## config.mk

```make
export PLATFORM = sky130hd
export DESIGN_NAME = uart_frame_tx
export DESIGN_NICKNAME = d
export VERILOG_FILES = /design/src/rtl/uart_tx_pkg.sv /design/src/rtl/uart_tx_parity.sv /design/src/rtl/uart_tx_framer.sv /design/src/rtl/uart_tx_shifter.sv /design/src/rtl/uart_frame_tx.sv
export SDC_FILE = /design/constraint.sdc
export NUM_CORES = 1
export LEC_CHECK = 0
export CORE_ASPECT_RATIO = 1.4
export CORE_UTILIZATION = 53
export CTS_CLUSTER_SIZE = 28
export DETAILED_ROUTE_END_ITERATION = 7
export PLACE_DENSITY = 0.85
export SLEW_MARGIN = 0
export SYNTH_ARGS = -nofsm -noshare
export SYNTH_HDL_FRONTEND = slang
export SYNTH_SLANG_ARGS = --single-unit
```

## constraint.sdc

```tcl
create_clock -name clk -period 2.2 [get_ports clk]
set_input_delay 0.33 -clock clk [delete_from_list [all_inputs] [get_ports clk]]
set_output_delay 0.33 -clock clk [all_outputs]
set_load 0.02 [all_outputs]
```

## src/rtl/uart_tx_pkg.sv

```systemverilog
package uart_tx_pkg;

   localparam int LEN_CODE_W = 2;

   typedef enum logic [1:0] {
      PAR_EVEN  = 2'b00,
      PAR_ODD   = 2'b01,
      PAR_MARK  = 2'b10,
      PAR_SPACE = 2'b11
   } par_kind_e;

   typedef struct packed {
      logic [LEN_CODE_W-1:0] len_code;
      logic                  par_en;
      par_kind_e             par_kind;
      logic                  extra_en;
      logic                  two_stop;
   } tx_cfg_t;

   typedef enum logic [1:0] {
      ST_IDLE = 2'b00,
      ST_WAIT = 2'b01,
      ST_SEND = 2'b10
   } tx_state_e;

endpackage

```

## src/rtl/uart_tx_parity.sv

```systemverilog
module uart_tx_parity
   import uart_tx_pkg::*;
#(
   parameter int MAX_W = 8,
   parameter int CNT_W = 4
) (
   input  logic [MAX_W-1:0] data,
   input  logic [CNT_W-1:0] nbits,
   input  par_kind_e        kind,
   output logic             par_bit
);

   logic [MAX_W-1:0] masked;
   logic             ones_odd;

   for (genvar g = 0; g < MAX_W; g++) begin : g_mask
      assign masked[g] = data[g] & (CNT_W'(g) < nbits);
   end

   assign ones_odd = ^masked;

   always_comb begin
      unique case (kind)
         PAR_EVEN:  par_bit = ones_odd;
         PAR_ODD:   par_bit = ~ones_odd;
         PAR_MARK:  par_bit = 1'b1;
         default:   par_bit = 1'b0;
      endcase
   end

endmodule

```

## src/rtl/uart_tx_framer.sv

```systemverilog
module uart_tx_framer
   import uart_tx_pkg::*;
#(
   parameter int MAX_W      = 8,
   parameter int MIN_W      = 5,
   parameter int STOP2_MIN  = 6,
   parameter int FRAME_W    = 12,
   parameter int CNT_W      = 4
) (
   input  logic [MAX_W-1:0]   data,
   input  logic               extra,
   input  tx_cfg_t            cfg,
   output logic [FRAME_W-1:0] frame,
   output logic [CNT_W-1:0]   frame_len
);

   logic [CNT_W-1:0] nbits;
   logic [CNT_W-1:0] opt_pos;
   logic             par_bit;
   logic             use_par;
   logic             use_extra;
   logic             has_opt;
   logic             opt_bit;
   logic             two_stop;

   assign nbits     = CNT_W'(MIN_W) + CNT_W'(cfg.len_code);
   assign use_par   = cfg.par_en;
   assign use_extra = cfg.extra_en & ~cfg.par_en;
   assign has_opt   = use_par | use_extra;
   assign opt_bit   = use_par ? par_bit : extra;
   assign two_stop  = cfg.two_stop & (nbits >= CNT_W'(STOP2_MIN));
   assign opt_pos   = nbits + CNT_W'(1);

   uart_tx_parity #(
      .MAX_W (MAX_W),
      .CNT_W (CNT_W)
   ) i_parity (
      .data    (data),
      .nbits   (nbits),
      .kind    (cfg.par_kind),
      .par_bit (par_bit)
   );

   always_comb begin
      frame    = '1;
      frame[0] = 1'b0;
      for (int i = 0; i < MAX_W; i++) begin
         if (CNT_W'(i) < nbits) begin
            frame[1+i] = data[i];
         end
      end
      if (has_opt) begin
         frame[opt_pos] = opt_bit;
      end
   end

   assign frame_len = CNT_W'(1) + nbits + CNT_W'(has_opt) + CNT_W'(1)
                      + CNT_W'(two_stop);

endmodule

```

## src/rtl/uart_tx_shifter.sv

```systemverilog
module uart_tx_shifter #(
   parameter int FRAME_W = 12,
   parameter int CNT_W   = 4
) (
   input  logic               clk,
   input  logic               rst_n,
   input  logic               load,
   input  logic [FRAME_W-1:0] frame,
   input  logic [CNT_W-1:0]   frame_len,
   input  logic               advance,
   output logic               cur_bit,
   output logic               last_bit
);

   logic [FRAME_W-1:0] sh_q;
   logic [CNT_W-1:0]   rem_q;

   always_ff @(posedge clk or negedge rst_n) begin
      if (!rst_n) begin
         sh_q  <= '1;
         rem_q <= '0;
      end else if (load) begin
         sh_q  <= frame;
         rem_q <= frame_len;
      end else if (advance) begin
         sh_q  <= {1'b1, sh_q[FRAME_W-1:1]};
         rem_q <= rem_q - CNT_W'(1);
      end
   end

   assign cur_bit  = sh_q[0];
   assign last_bit = (rem_q == CNT_W'(1));

endmodule

```

## src/rtl/uart_frame_tx.sv

```systemverilog
module uart_frame_tx
   import uart_tx_pkg::*;
#(
   parameter int MAX_W     = 8,
   parameter int MIN_W     = 5,
   parameter int STOP2_MIN = 6
) (
   input  logic             clk,
   input  logic             rst_n,
   input  logic             bit_tick,
   input  logic             in_valid,
   output logic             in_ready,
   input  logic [MAX_W-1:0] in_data,
   input  logic             in_extra,
   input  logic [1:0]       cfg_len,
   input  logic             cfg_par_en,
   input  logic [1:0]       cfg_par_kind,
   input  logic             cfg_extra_en,
   input  logic             cfg_two_stop,
   output logic             tx_line,
   output logic             busy
);

   localparam int FRAME_W = 1 + MAX_W + 1 + 2;
   localparam int CNT_W   = $clog2(FRAME_W + 1);

   if (MIN_W < 1 || MAX_W < MIN_W) begin : g_bad_width
      $error("uart_frame_tx: MIN_W must be at least 1 and not above MAX_W");
   end
   if (MAX_W - MIN_W + 1 > (1 << LEN_CODE_W)) begin : g_bad_span
      $error("uart_frame_tx: length range exceeds the length code");
   end
   if (STOP2_MIN < MIN_W) begin : g_bad_stop
      $error("uart_frame_tx: STOP2_MIN below the minimum length");
   end

   tx_state_e          state_q;
   tx_cfg_t            cfg;
   logic [FRAME_W-1:0] frame;
   logic [CNT_W-1:0]   frame_len;
   logic               accept;
   logic               advance;
   logic               cur_bit;
   logic               last_bit;

   assign cfg.len_code = cfg_len;
   assign cfg.par_en   = cfg_par_en;
   assign cfg.par_kind = par_kind_e'(cfg_par_kind);
   assign cfg.extra_en = cfg_extra_en;
   assign cfg.two_stop = cfg_two_stop;

   uart_tx_framer #(
      .MAX_W     (MAX_W),
      .MIN_W     (MIN_W),
      .STOP2_MIN (STOP2_MIN),
      .FRAME_W   (FRAME_W),
      .CNT_W     (CNT_W)
   ) i_framer (
      .data      (in_data),
      .extra     (in_extra),
      .cfg       (cfg),
      .frame     (frame),
      .frame_len (frame_len)
   );

   assign accept  = in_valid & in_ready;
   assign advance = (state_q == ST_SEND) & bit_tick & ~last_bit;

   uart_tx_shifter #(
      .FRAME_W (FRAME_W),
      .CNT_W   (CNT_W)
   ) i_shifter (
      .clk       (clk),
      .rst_n     (rst_n),
      .load      (accept),
      .frame     (frame),
      .frame_len (frame_len),
      .advance   (advance),
      .cur_bit   (cur_bit),
      .last_bit  (last_bit)
   );

   always_ff @(posedge clk or negedge rst_n) begin
      if (!rst_n) begin
         state_q <= ST_IDLE;
      end else begin
         unique case (state_q)
            ST_IDLE: if (in_valid) state_q <= ST_WAIT;
            ST_WAIT: if (bit_tick) state_q <= ST_SEND;
            ST_SEND: if (bit_tick && last_bit) state_q <= ST_IDLE;
            default: state_q <= ST_IDLE;
         endcase
      end
   end

   assign in_ready = (state_q == ST_IDLE);
   assign busy     = (state_q != ST_IDLE);
   assign tx_line  = (state_q == ST_SEND) ? cur_bit : 1'b1;

endmodule

```

Word-level counts from Yosys, hierarchy flattened
Index checks and enable logic that the tools add are counted.

Output and inout port bits: 3. Register bits after elaboration: 18. Input port bits: 20. Word-level logic and storage cells: 76.

Bitwise operators: 17. Reduce and logical (&&, ||, !) cells: 8. Mux-type cells: 23. Magnitude comparators: 11. Equality and inequality tests: 8. Add/subtract/negate cells: 6.

Operators with widths (count): $mux 12 (3); $lt 3x4->1 const A (4); $and 1x1->1 (13); $bwmux 12 (1); $mux 1 (11); $add 4x1->4 (2); $add 4x1->4 const B (2); $lt 1x4->1 const A (2); $lt 2x4->1 const A (2); $mux 4 (2); $reduce_xor 8->1 (1); $mux 2 (3); $ne 2x2->1 const B (3); $pmux 2 s3 (1); $lt 4x5->1 const B (1); $add 3x2->4 const A (1); $demux 1 s4 (1); $eq 2x1->1 const B (2); $eq 2x2->1 const B (2); $eq 4x1->1 const B (1); $ge 4x1->1 const B (1); $ge 4x3->1 const B (1); $logic_not 2->1 (2); $reduce_bool 2->1 (2); other kinds (6) (9).

Depth between registers and ports, before layout
Gate-level depths: netlist of the first run.

Depth after elaboration: 10. Depth in mapped cells: 11. Mapped depth without buffers: 11.

By module
From an unflattened synthesis of the first run, not the netlist that was laid out.

Cell total of the unflattened synthesis: 162. Area, all modules: 1529.0 um^2.

Modules (own cells, without submodules): uart_tx_shifter (instances 1, area an instance 810.8 um^2, cells each 75, sequential area each 415.4 um^2); uart_tx_framer (instances 1, area an instance 422.9 um^2, cells each 53, sequential area each 0.0 um^2); uart_tx_parity (instances 1, area an instance 163.9 um^2, cells each 21, sequential area each 0.0 um^2); uart_frame_tx (instances 1, area an instance 131.4 um^2, cells each 13, sequential area each 50.0 um^2).

Worst setup path before layout of the first run
Ideal clock, no wire load.

Kind: input -> register. From: input port cfg_len[0]. To: register i_shifter.sh_q[4]. Buffers on the path: 0. Library setup time: 0.091 ns. Setup slack: 0.154 ns. Stages on the path: 10. Arrival time: 1.955 ns. Cell sequence: inv_1 ha_1 inv_1 ha_1 nor2b_1 xnor2_1 xnor2_2 mux2_4 a211oi_1 o31ai_1.

Longest elaborated chain between the ends: 10.

Ends and longest elaborated chain: start, declared (RTL line uart_frame_tx.sv:15) `input logic [1:0] cfg_len,`; $add 3x2->4 (*) (RTL line uart_tx_framer.sv:26) `assign nbits = CNT_W'(MIN_W) + CNT_W'(cfg.len_code);`; branches (longest 7 deep; another with $lt 4x5->1); $mux 12 (*) (RTL line uart_tx_framer.sv:52) `if (has_opt) begin`; $mux 12 (*) (RTL line uart_tx_shifter.sv:22) `end else if (load) begin`; end signal, assigned (RTL line uart_tx_shifter.sv:23) `sh_q <= frame;`; end signal, assigned (RTL line uart_tx_shifter.sv:26) `sh_q <= {1'b1, sh_q[FRAME_W-1:1]};`; end, declared (RTL line uart_tx_shifter.sv:15) `logic [FRAME_W-1:0] sh_q;`.

Every way passes the cells marked *. A chain may end at the register's enable or synchronous reset.

Worst setup path after layout of the first run
From: register state_q[0]. To: output port tx_line.

Longest elaborated chain between the ends: 2.

Ends and longest elaborated chain: start, declared (RTL line uart_frame_tx.sv:37) `tx_state_e state_q;`; start signal, assigned (RTL line uart_frame_tx.sv:85) `state_q <= ST_IDLE;`; start signal, assigned (RTL line uart_frame_tx.sv:88) `ST_IDLE: if (in_valid) state_q <= ST_WAIT;`; start signal, assigned (RTL line uart_frame_tx.sv:89) `ST_WAIT: if (bit_tick) state_q <= ST_SEND;`; $eq 2x2->1 (RTL line uart_frame_tx.sv:98) `assign tx_line = (state_q == ST_SEND) ? cur_bit : 1'b1;`; $mux 1 (RTL line uart_frame_tx.sv:98); end, declared (RTL line uart_frame_tx.sv:20) `output logic tx_line,`.

Every way passes these cells.

==> metrics.md, run 1 <==
| Metric | Value |
|---|---|
| Final nets | 237 |
| Critical R2R Launch | i_shifter.rem_q[0] |
| Cell area after placement | approximately 1800 sq um |
| Number of pins exceeding their max-slew limit in the final report | 0 |
| Slew at the pin closest to its max-slew limit | between 0.7 and 0.8 ns |
| Worst r2r dst | i_shifter.sh_q[6] |
| Clock period minus final worst setup slack | roughly 2.1 ns |
| Share of cells above drive strength 1 | 23.76% |
| Final period utilization | a little over nine tenths |
| Count of vias placed by the detailed router | 1320 |
| Relative slew slack | between 40 and 50% |
| Standard cell with the maximum stage delay on the critical path | sky130_fd_sc_hd__clkdlybuf4s50_1 |
| Dominant cell by count in the synthesized netlist | sky130_fd_sc_hd__nand2_1 |
| Root cell of the clock tree | sky130_fd_sc_hd__clkbuf_4 |
| Design Area, Final | 1896 sq um |
| Post-synthesis instance area | 1459 sq um |
| Wire length of the first global-routing pass | around 5.5 mm |
| Buffers from clock root to sink, at most | 2 |
| Dominant cell type by area after synthesis | sky130_fd_sc_hd__dfstp_2 |
| Clk pin slew, worst setup/hold paths | around 0.11 ns |
| Standard cell core area | ~2600 sq um |
| Effective utilization at floorplan | a little under three fifths |
| Final HPWL DP | approximately 2.5 mm |
| Number of DRC markers in iteration 0 | 31 |
| Yosys warns | 0 |
| Met2 Usage GRT | 42.19% |
| Layer with the highest usage after global routing | met2 |
| Worst-case clock skew | around 0.003 ns |
| Fin util | approximately 72% |
| Async set or reset register ratio after synthesis | 100.0% |
| Number of cells produced by synthesis | 165 |
| Area of the multi-input gates | around 970 sq um |
| Fraction of synthesized cell area taken by the top area cell type | 21.61% |
| Critical path's largest stage delay | around 0.54 ns |
| Number of vias per cell after detailed routing | roughly 5.5 |
| # hold bufs at CTS | 0 |
| Category of the worst setup path capture point | output pin |
| Area occupied by registers | about 470 sq um |
| Clock Sink Count | 18 |
| Clock latency on the worst-skew pair | around 0.30 ns |
| Achievable clock frequency | around 480 MHz |
| Net count after synthesis | just under 200 |
| Initial antenna violation count | 0 |
| Number of failing setup endpoints in the final timing report | 0 |
| Number of diodes added for antenna fixing | 0 |
| Ranking of synthesized cells by area | sky130_fd_sc_hd__dfstp_2 22%, sky130_fd_sc_hd__ha_1 12%, sky130_fd_sc_hd__dfrtp_1 10% |
| Unrepaired setup endpoints after global routing | no |
| Number of port buffers | 22 |
| Maximum capacitance violations | 0 |
| Wirelength, routed | 3.273 mm |
| Leakage power figure | between 0.7 and 0.8 nW |
| Worst path arrival time | 1.75 ns |
| Met1 global-route usage | a little over a quarter |
| Worst min-delay path category | in2async |
| Highest fanout seen on the critical path | 6 |
| Area delta synth->final | 29.93% |
| Reg-to-reg slack, setup | 0.20 ns |
| CTS tree | yes |
| Required time of the critical path | around 1.9 ns |
| Predominant post-synthesis flop cell | sky130_fd_sc_hd__dfstp_2 |
| DRC violation count after routing | 0 |
| Number of iterations in the first detailed-routing pass | 4 |
| Commonest cells in the synthesized netlist | 26 x sky130_fd_sc_hd__nand2_1, 14 x sky130_fd_sc_hd__ha_1, 12 x sky130_fd_sc_hd__dfstp_2 |
| Remaining global-route overflow | 0 |
| Status | completed |
| Largest net degree at the start of global routing | 19 |
| Final ANT Viol Nets | 0 |
| Vias in the first global route | ~1300 |
| Post-synth EDFFs | 0 |
| Number of distinct library cell variants in the gate-level netlist after synthesis | 39 |
| Worst hold-check slack | 0.4712 ns |
| Reg2reg path depth | 6 |
| Final hold vios | 0 |
| TritonCTS buffer count | 3 |
| Routed WL per cell | ~14 um |
| Cells along the critical path | or3b_2 -> clkdlybuf4s50_1 |
| Filler Cell Count | between 150 and 200 |
| Die X | between 40 and 50 um |
| Kind of start point of the critical path | register |
| Deepest level of the CTS H-tree | 1 |
| Crit Path Category | reg2out |
| DIE AREA | 2969 sq um |
| PwrDens | between 800 and 900 nW/um^2 |
| FP Rows | 22 |
| All-layer global routing usage | 25.19% |
| FF+latch count, synth | 18 |
| Height of the die | 64.08 um |
| Gpl congestion | ~0.86 |
| Met3 demand-to-capacity share in global routing | 4.520% |
| Total I/O pin count | 23 |
| VDD IR-drop max | 0.4303 mV |
| Per-instance average area after synthesis | slightly below 9 sq um |
| Sequential cell area fraction in the yosys report | 31.90% |
## cells by family (layout without fill, tap and decap cells)
logic type	Yosys count	count (layout)	share of synthesized area, %
flops	18	18	31.90
fa+ha+maj	14	14	12.01
mux	13	13	9.434
compound gates	34	34	14.58
xor+xnor	13	13	8.834
simple gates	57	57	18.70
buf+inv	16	53	4.546
## stage by stage
step	setup TNS (ns)	total power, mW	setup slack, ns	std cells
floorplan	0	1.160	0.1545	165
global placement	-3.262	1.373	-0.3475	231
detailed placement	-4.199	1.425	-0.4403	231
CTS	0	1.658	0.09308	236
global route	0	1.788	0.01142	238
finish	0	1.662	0.1228	238
## flip-flops by register name (all words and copies together), names as in the netlist
| name | flops |
|---|---|
| i_shifter.sh_q | 12 |
| state_q | 2 |
| i_shifter.rem_q | 4 |
## routing by layer
layer | wire length [um] | vias to the layer above
li1 | - | 642
met1 | 1311 | 628
met2 | 1749 | 39
met3 | 99 | 11
met4 | 113 | 0
met5 | 0 | -
## placed cells by master, fill, tap and decap left out, types with 2 or more instances in the layout
| cell | Yosys | routed |
|---|---|---|
| sky130_fd_sc_hd__ha_2 | 0 | 2 |
| sky130_fd_sc_hd__clkdlybuf4s50_1 | 0 | 20 |
| sky130_fd_sc_hd__a221oi_1 | 3 | 2 |
| sky130_fd_sc_hd__a31oi_1 | 2 | 2 |
| sky130_fd_sc_hd__o21ai_0 | 10 | 10 |
| sky130_fd_sc_hd__xor2_1 | 3 | 3 |
| sky130_fd_sc_hd__nand2_1 | 26 | 26 |
| sky130_fd_sc_hd__nor2b_1 | 2 | 2 |
| sky130_fd_sc_hd__ha_1 | 14 | 12 |
| sky130_fd_sc_hd__mux2i_1 | 10 | 10 |
| sky130_fd_sc_hd__xnor2_2 | 2 | 2 |
| sky130_fd_sc_hd__a211oi_1 | 3 | 2 |
| sky130_fd_sc_hd__nor3_1 | 4 | 4 |
| sky130_fd_sc_hd__dfstp_2 | 12 | 12 |
| sky130_fd_sc_hd__clkbuf_4 | 0 | 3 |
| sky130_fd_sc_hd__nor3b_1 | 2 | 2 |
| sky130_fd_sc_hd__xnor2_1 | 8 | 8 |
| sky130_fd_sc_hd__buf_4 | 1 | 17 |
| sky130_fd_sc_hd__a21oi_1 | 8 | 8 |
| sky130_fd_sc_hd__dlygate4sd2_1 | 0 | 2 |
| sky130_fd_sc_hd__nor2_1 | 11 | 11 |
| sky130_fd_sc_hd__nand2b_1 | 5 | 5 |
| sky130_fd_sc_hd__dfrtp_1 | 6 | 6 |
| sky130_fd_sc_hd__inv_1 | 10 | 9 |
## repair_timing
| item | in CTS | in global routing |
|---|---|---|
| cloned | 0 | 0 |
| resized for setup | 8 | 3 |
| setup endpoints to repair | 9 | 8 |
| buffers inserted | 1 | 2 |
| pin swaps | 5 | 4 |
| hold endpoints to repair | 0 | 0 |
## power by group
part | switching, mW | total, mW | leakage, nW | internal, mW
registers | 0.103 | 0.638 | 0.199 | 0.535
logic | 0.418 | 0.815 | 0.562 | 0.397
clock network | 0.108 | 0.209 | 0.0210 | 0.101
## area by class of cell
class                   instances  area share, %
clock buffers                   4          1.914
inverters                      10          1.980
multi-input cells             131          50.96
flip-flops and latches         18          24.55
well taps                      36          2.376
repair buffers                 39          18.22
## worst max-delay path: cells and delay by family, from the launching register on
family                 cells  cell delay, ns
AND/OR/NAND/NOR            1            0.47
flip-flops                 1            0.43
buffers and inverters      1            0.54
## worst max path at each step
stage	startpoint	end	slack, ns	cells past startpoint
finish	state_q[0]	tx_line	0.12	2
CTS	cfg_len[0]	i_shifter.sh_q[10]	0.09	12
global route	cfg_len[0]	i_shifter.sh_q[10]	0.01	12
detailed placement	cfg_len[0]	i_shifter.sh_q[10]	-0.44	12
global placement	cfg_len[0]	i_shifter.sh_q[9]	-0.35	11
floorplan	cfg_len[0]	i_shifter.sh_q[4]	0.15	10
(Power assumes the default switching activity.)
==> inputs of run 2 (changes only) <==
ABC_AREA = 1   (was not set)
CORE_UTILIZATION = 54   (was 53)
PLACE_DENSITY = 0.86   (was 0.85)
SKIP_LAST_GASP = 1   (was not set)
==> metrics.md, run 2 <==
| Metric | Value |
|---|---|
| Power share of the combinational group | 52.0% (+3.0 points) |
| Largest net degree at the start of global routing | 19 (unchanged) |
| Maximum capacitance violations | 0 (unchanged) |
| Reg2reg path depth | 9 (+3) |
| Share of cells above drive strength 1 | 21.05% (-2.7 points) |
| Dominant cell by count in the synthesized netlist | sky130_fd_sc_hd__nand2_1 |
| Top cell family by delay on the critical path | adder cells |
| Gpl congestion | 0.8078 (-5.8%) |
| Final ANT Viol Nets | 0 (unchanged) |
| Standard cell core area | 2615 sq um (unchanged) |
| Clock network fraction of total power | 11.4% (-1.2 points) |
| Final hold vios | 0 (unchanged) |
| Deepest level of the CTS H-tree | 1 (unchanged) |
| Leakage power figure | 0.9487 nW (+21%) |
| Predominant post-synthesis flop cell | sky130_fd_sc_hd__dfstp_2 |
| Total setup buffers inserted after CTS | 0 (-1) |
| Design Area, Final | 1873 sq um (-1.2%) |
| Reg-to-reg slack, setup | 0.70 ns (+0.50 ns) |
| All-layer global routing usage | 24.28% (-0.91 points) |
| Wire length of the first global-routing pass | 5.492 mm (+0.38%) |
| Crit Path Category | in2reg |
| Net count after synthesis | 244 (+23%) |
| Worst hold-check slack | 0.3489 ns (-0.1223 ns) |
| Clock period minus final worst setup slack | 1.969 ns (-0.1083 ns) |
| Critical path's largest stage delay | 0.26 ns (-0.28 ns) |
| Worst r2r dst | i_shifter.rem_q[1] |
| Number of iterations in the first detailed-routing pass | 4 (unchanged) |
| Count of vias placed by the detailed router | 1408 (+6.7%) |
| Cells along the critical path | dlygate4sd2_1 -> inv_1 -> ha_1 -> inv_1 -> nand2_1 -> ha_1 -> inv_1 -> ha_1 -> ha_1 -> nor2_1 -> xor2_1 -> a21oi_1 -> a21oi_1 |
| Commonest cells after routing, fill and taps aside | 55 x sky130_fd_sc_hd__nand2_1, 28 x sky130_fd_sc_hd__inv_1, 20 x sky130_fd_sc_hd__clkdlybuf4s50_1, 16 x sky130_fd_sc_hd__nor2_1, 15 x sky130_fd_sc_hd__a21oi_1 |
| Status | completed |
| Relative slew slack | 84.27% (+37 points) |
| Cell area after placement | 1839 sq um (+2.2%) |
| Worst min-delay path category | in2async |
| Net Sw Frac | 40.83% (+3.0 points) |
| Kind of start point of the critical path | input pin |
| Number of vias per cell after detailed routing | 4.975 (-10%) |
| Non-Filler Instances | 283 (+19%) |
| Final nets | 282 (+19%) |
| Post-cts sizing count | 2 (-6) |
| Sequential share of power | 36.6% (-1.8 points) |
| Dominant cell type by count on the critical path | sky130_fd_sc_hd__ha_1 |
| Post-synth EDFFs | 0 (unchanged) |
| Register containing the most flip-flops in the final layout | i_shifter.sh_q |
| FP Rows | 22 (unchanged) |
| Highest fanout seen on the critical path | 4 (-2) |
| Fraction of synthesized cell area taken by the top area cell type | 21.18% (-0.44 points) |
| Worst-case clock skew | 0.001521 ns (-0.001517 ns) |
| Sequential cell area fraction in the yosys report | 31.26% (-0.64 points) |
| Slew at the pin closest to its max-slew limit | 0.2356 ns (-0.5503 ns) |
| Number of diodes added for antenna fixing | 0 (unchanged) |
| Post-synthesis instance area | 1489 sq um (+2.1%) |
| Largest registers | i_shifter.sh_q: 12 flops, i_shifter.rem_q: 4 flops, state_q: 2 flops |
| Remaining global-route overflow | 0 (unchanged) |
| # hold bufs at CTS | 0 (unchanged) |
| DIE AREA | 2974 sq um (+0.17%) |
| Area delta synth->final | 25.80% |
| Buffers from clock root to sink, at most | 2 (unchanged) |
| Number of pins exceeding their max-slew limit in the final report | 0 (unchanged) |
| Effective utilization at floorplan | 56.94% (+1.1 points) |
| Async set or reset register ratio after synthesis | 100.0% (unchanged) |
| Max reg flops | 12 (unchanged) |
| Category of the worst setup path capture point | register |
| Number of port buffers | 22 (unchanged) |
| Required time of the critical path | 2.42 ns (+0.55 ns) |
| FF+latch count, synth | 18 (unchanged) |
| Switching power | 0.7239 mW (+15%) |
| Commonest cells in the synthesized netlist | 55 x sky130_fd_sc_hd__nand2_1, 28 x sky130_fd_sc_hd__inv_1, 16 x sky130_fd_sc_hd__nor2_1 |
| Clk pin slew, worst setup/hold paths | 0.10 ns (about the same) |
| Clock latency on the worst-skew pair | 0.29 ns (about the same) |
| VDD IR-drop max | 0.4909 mV (+14%) |
| Final HPWL DP | 2.454 mm (-1.2%) |
| CTS tree | yes |
| Number of cells produced by synthesis | 210 (+27%) |
| Root cell of the clock tree | sky130_fd_sc_hd__clkbuf_4 |
| Unrepaired setup endpoints after global routing | no |
| Total placed cells including tap cells | 279 (+21%) |
| Leading cell type in the layout, fill and taps excluded | sky130_fd_sc_hd__nand2_1 |
| Initial antenna violation count | 0 (unchanged) |
| Height of the die | 64.13 um (about the same) |
| Clock Sink Count | 18 (unchanged) |
| Number of failing setup endpoints in the final timing report | 0 (unchanged) |
| Vias in the first global route | 1367 (+5.0%) |
| Total I/O pin count | 23 (unchanged) |
| Worst Path Buf+Inv | 4 (+3) |
| Yosys warns | 0 (unchanged) |
| TritonCTS buffer count | 3 (unchanged) |
| Number of distinct library cell variants in the gate-level netlist after synthesis | 26 (-33%) |
| Wirelength, routed | 3.055 mm (-6.7%) |
| Per-instance average area after synthesis | 7.090 sq um (-20%) |
| Worst path arrival time | 2.19 ns (+0.44 ns) |
| DRC violation count after routing | 0 (unchanged) |
| Die X | 46.38 um (about the same) |
| PwrDens | 946.5 nW/um^2 (+7.9%) |
| Ranking of synthesized cells by area | sky130_fd_sc_hd__dfstp_2 21%, sky130_fd_sc_hd__nand2_1 14%, sky130_fd_sc_hd__ha_1 12% |
| Number of DRC markers in iteration 0 | 50 (+61%) |
| Setup TNS | 0 ns (unchanged) |
| Final period utilization | 89.49% (-4.9 points) |
| Routed WL per cell | 10.80 um (-22%) |
| Total Power Consumption | 1.773 mW (+6.7%) |
| Internal power summed over all cells | 1.049 mW (+1.6%) |
| Achievable clock frequency | 507.9 MHz (+5.5%) |
| Critical R2R Launch | i_shifter.rem_q[1] |
| Standard cell with the maximum stage delay on the critical path | sky130_fd_sc_hd__dlygate4sd2_1 |
| Dominant cell type by area after synthesis | sky130_fd_sc_hd__dfstp_2 |
-- run 2: changes by cell type in the layout (fill, tap and decap cells not counted), moves of 7 or more --
cell,previous run,this run
sky130_fd_sc_hd__nand2_1,26,55
sky130_fd_sc_hd__a21oi_1,8,15
sky130_fd_sc_hd__nand2_2,0,8
sky130_fd_sc_hd__mux2i_1,10,0
sky130_fd_sc_hd__nand3_1,1,10
sky130_fd_sc_hd__inv_1,9,28
-- run 2: cells by family (layout without fill, tap and decap cells) --
group / Yosys count / after routing / share of synthesized area [%]
adder cells (fa/ha/maj): 14 / 14 / 11.76
AO/OA/AOI/OAI: 34 / 34 / 11.93
buffers and inverters: 37 / 74 / 9.915
AND/OR/NAND/NOR: 102 / 102 / 32.19
flip-flops: 18 / 18 / 31.26
XOR/XNOR: 5 / 5 / 2.942
-- run 2: worst max-delay path by stage --
stage                    endpoint       start  cells after the start  slack (ns)
2_1_floorplan  i_shifter.rem_q[2]  cfg_len[0]                     12        0.31
3_3_place_gp   i_shifter.rem_q[2]  cfg_len[0]                     13       -0.28
3_5_place_dp   i_shifter.rem_q[2]  cfg_len[0]                     13       -0.35
4_1_cts        i_shifter.rem_q[2]  cfg_len[0]                     13        0.23
5_1_grt         i_shifter.sh_q[8]  cfg_len[0]                     17        0.04
6_report       i_shifter.rem_q[2]  cfg_len[0]                     13        0.23
-- run 2: layout make-up --
| type | instances | area [sq um] |
|---|---|---|
| fillers | 210 | 742.0 |
| multi-input cells | 155 | 875.8 |
| clock buffers | 4 | 36.28 |
| well taps | 36 | 45.04 |
| repair buffers | 36 | 322.8 |
| flip-flops and latches | 18 | 465.4 |
| inverters | 34 | 127.6 |
-- run 2: per-layer routing --
metal,wire length (um),vias to the layer above,GRT usage [%]
li1,-,737,-
met1,1302,639,29.23
met2,1626,26,41.15
met3,54,6,1.977
met4,72,0,11.40
met5,0,-,0
-- run 2: through the flow --
step | worst slack (ns) | utilization, %
after floorplan | 0.3055 | -
after global placement | -0.2800 | 70.33
after detailed placement | -0.3489 | 70.33
after CTS | 0.2338 | 71.63
after global routing | 0.03762 | 71.63
final | 0.2311 | 71.63
-- run 2: power groups by stage --
stage,logic [mW],registers (mW),clock network [mW]
2_1_floorplan,0.677,0.633,0
3_3_place_gp,0.894,0.646,0
3_5_place_dp,0.917,0.654,0
4_1_cts,0.923,0.648,0.205
5_1_grt,1.05,0.666,0.222
6_report,0.922,0.648,0.202
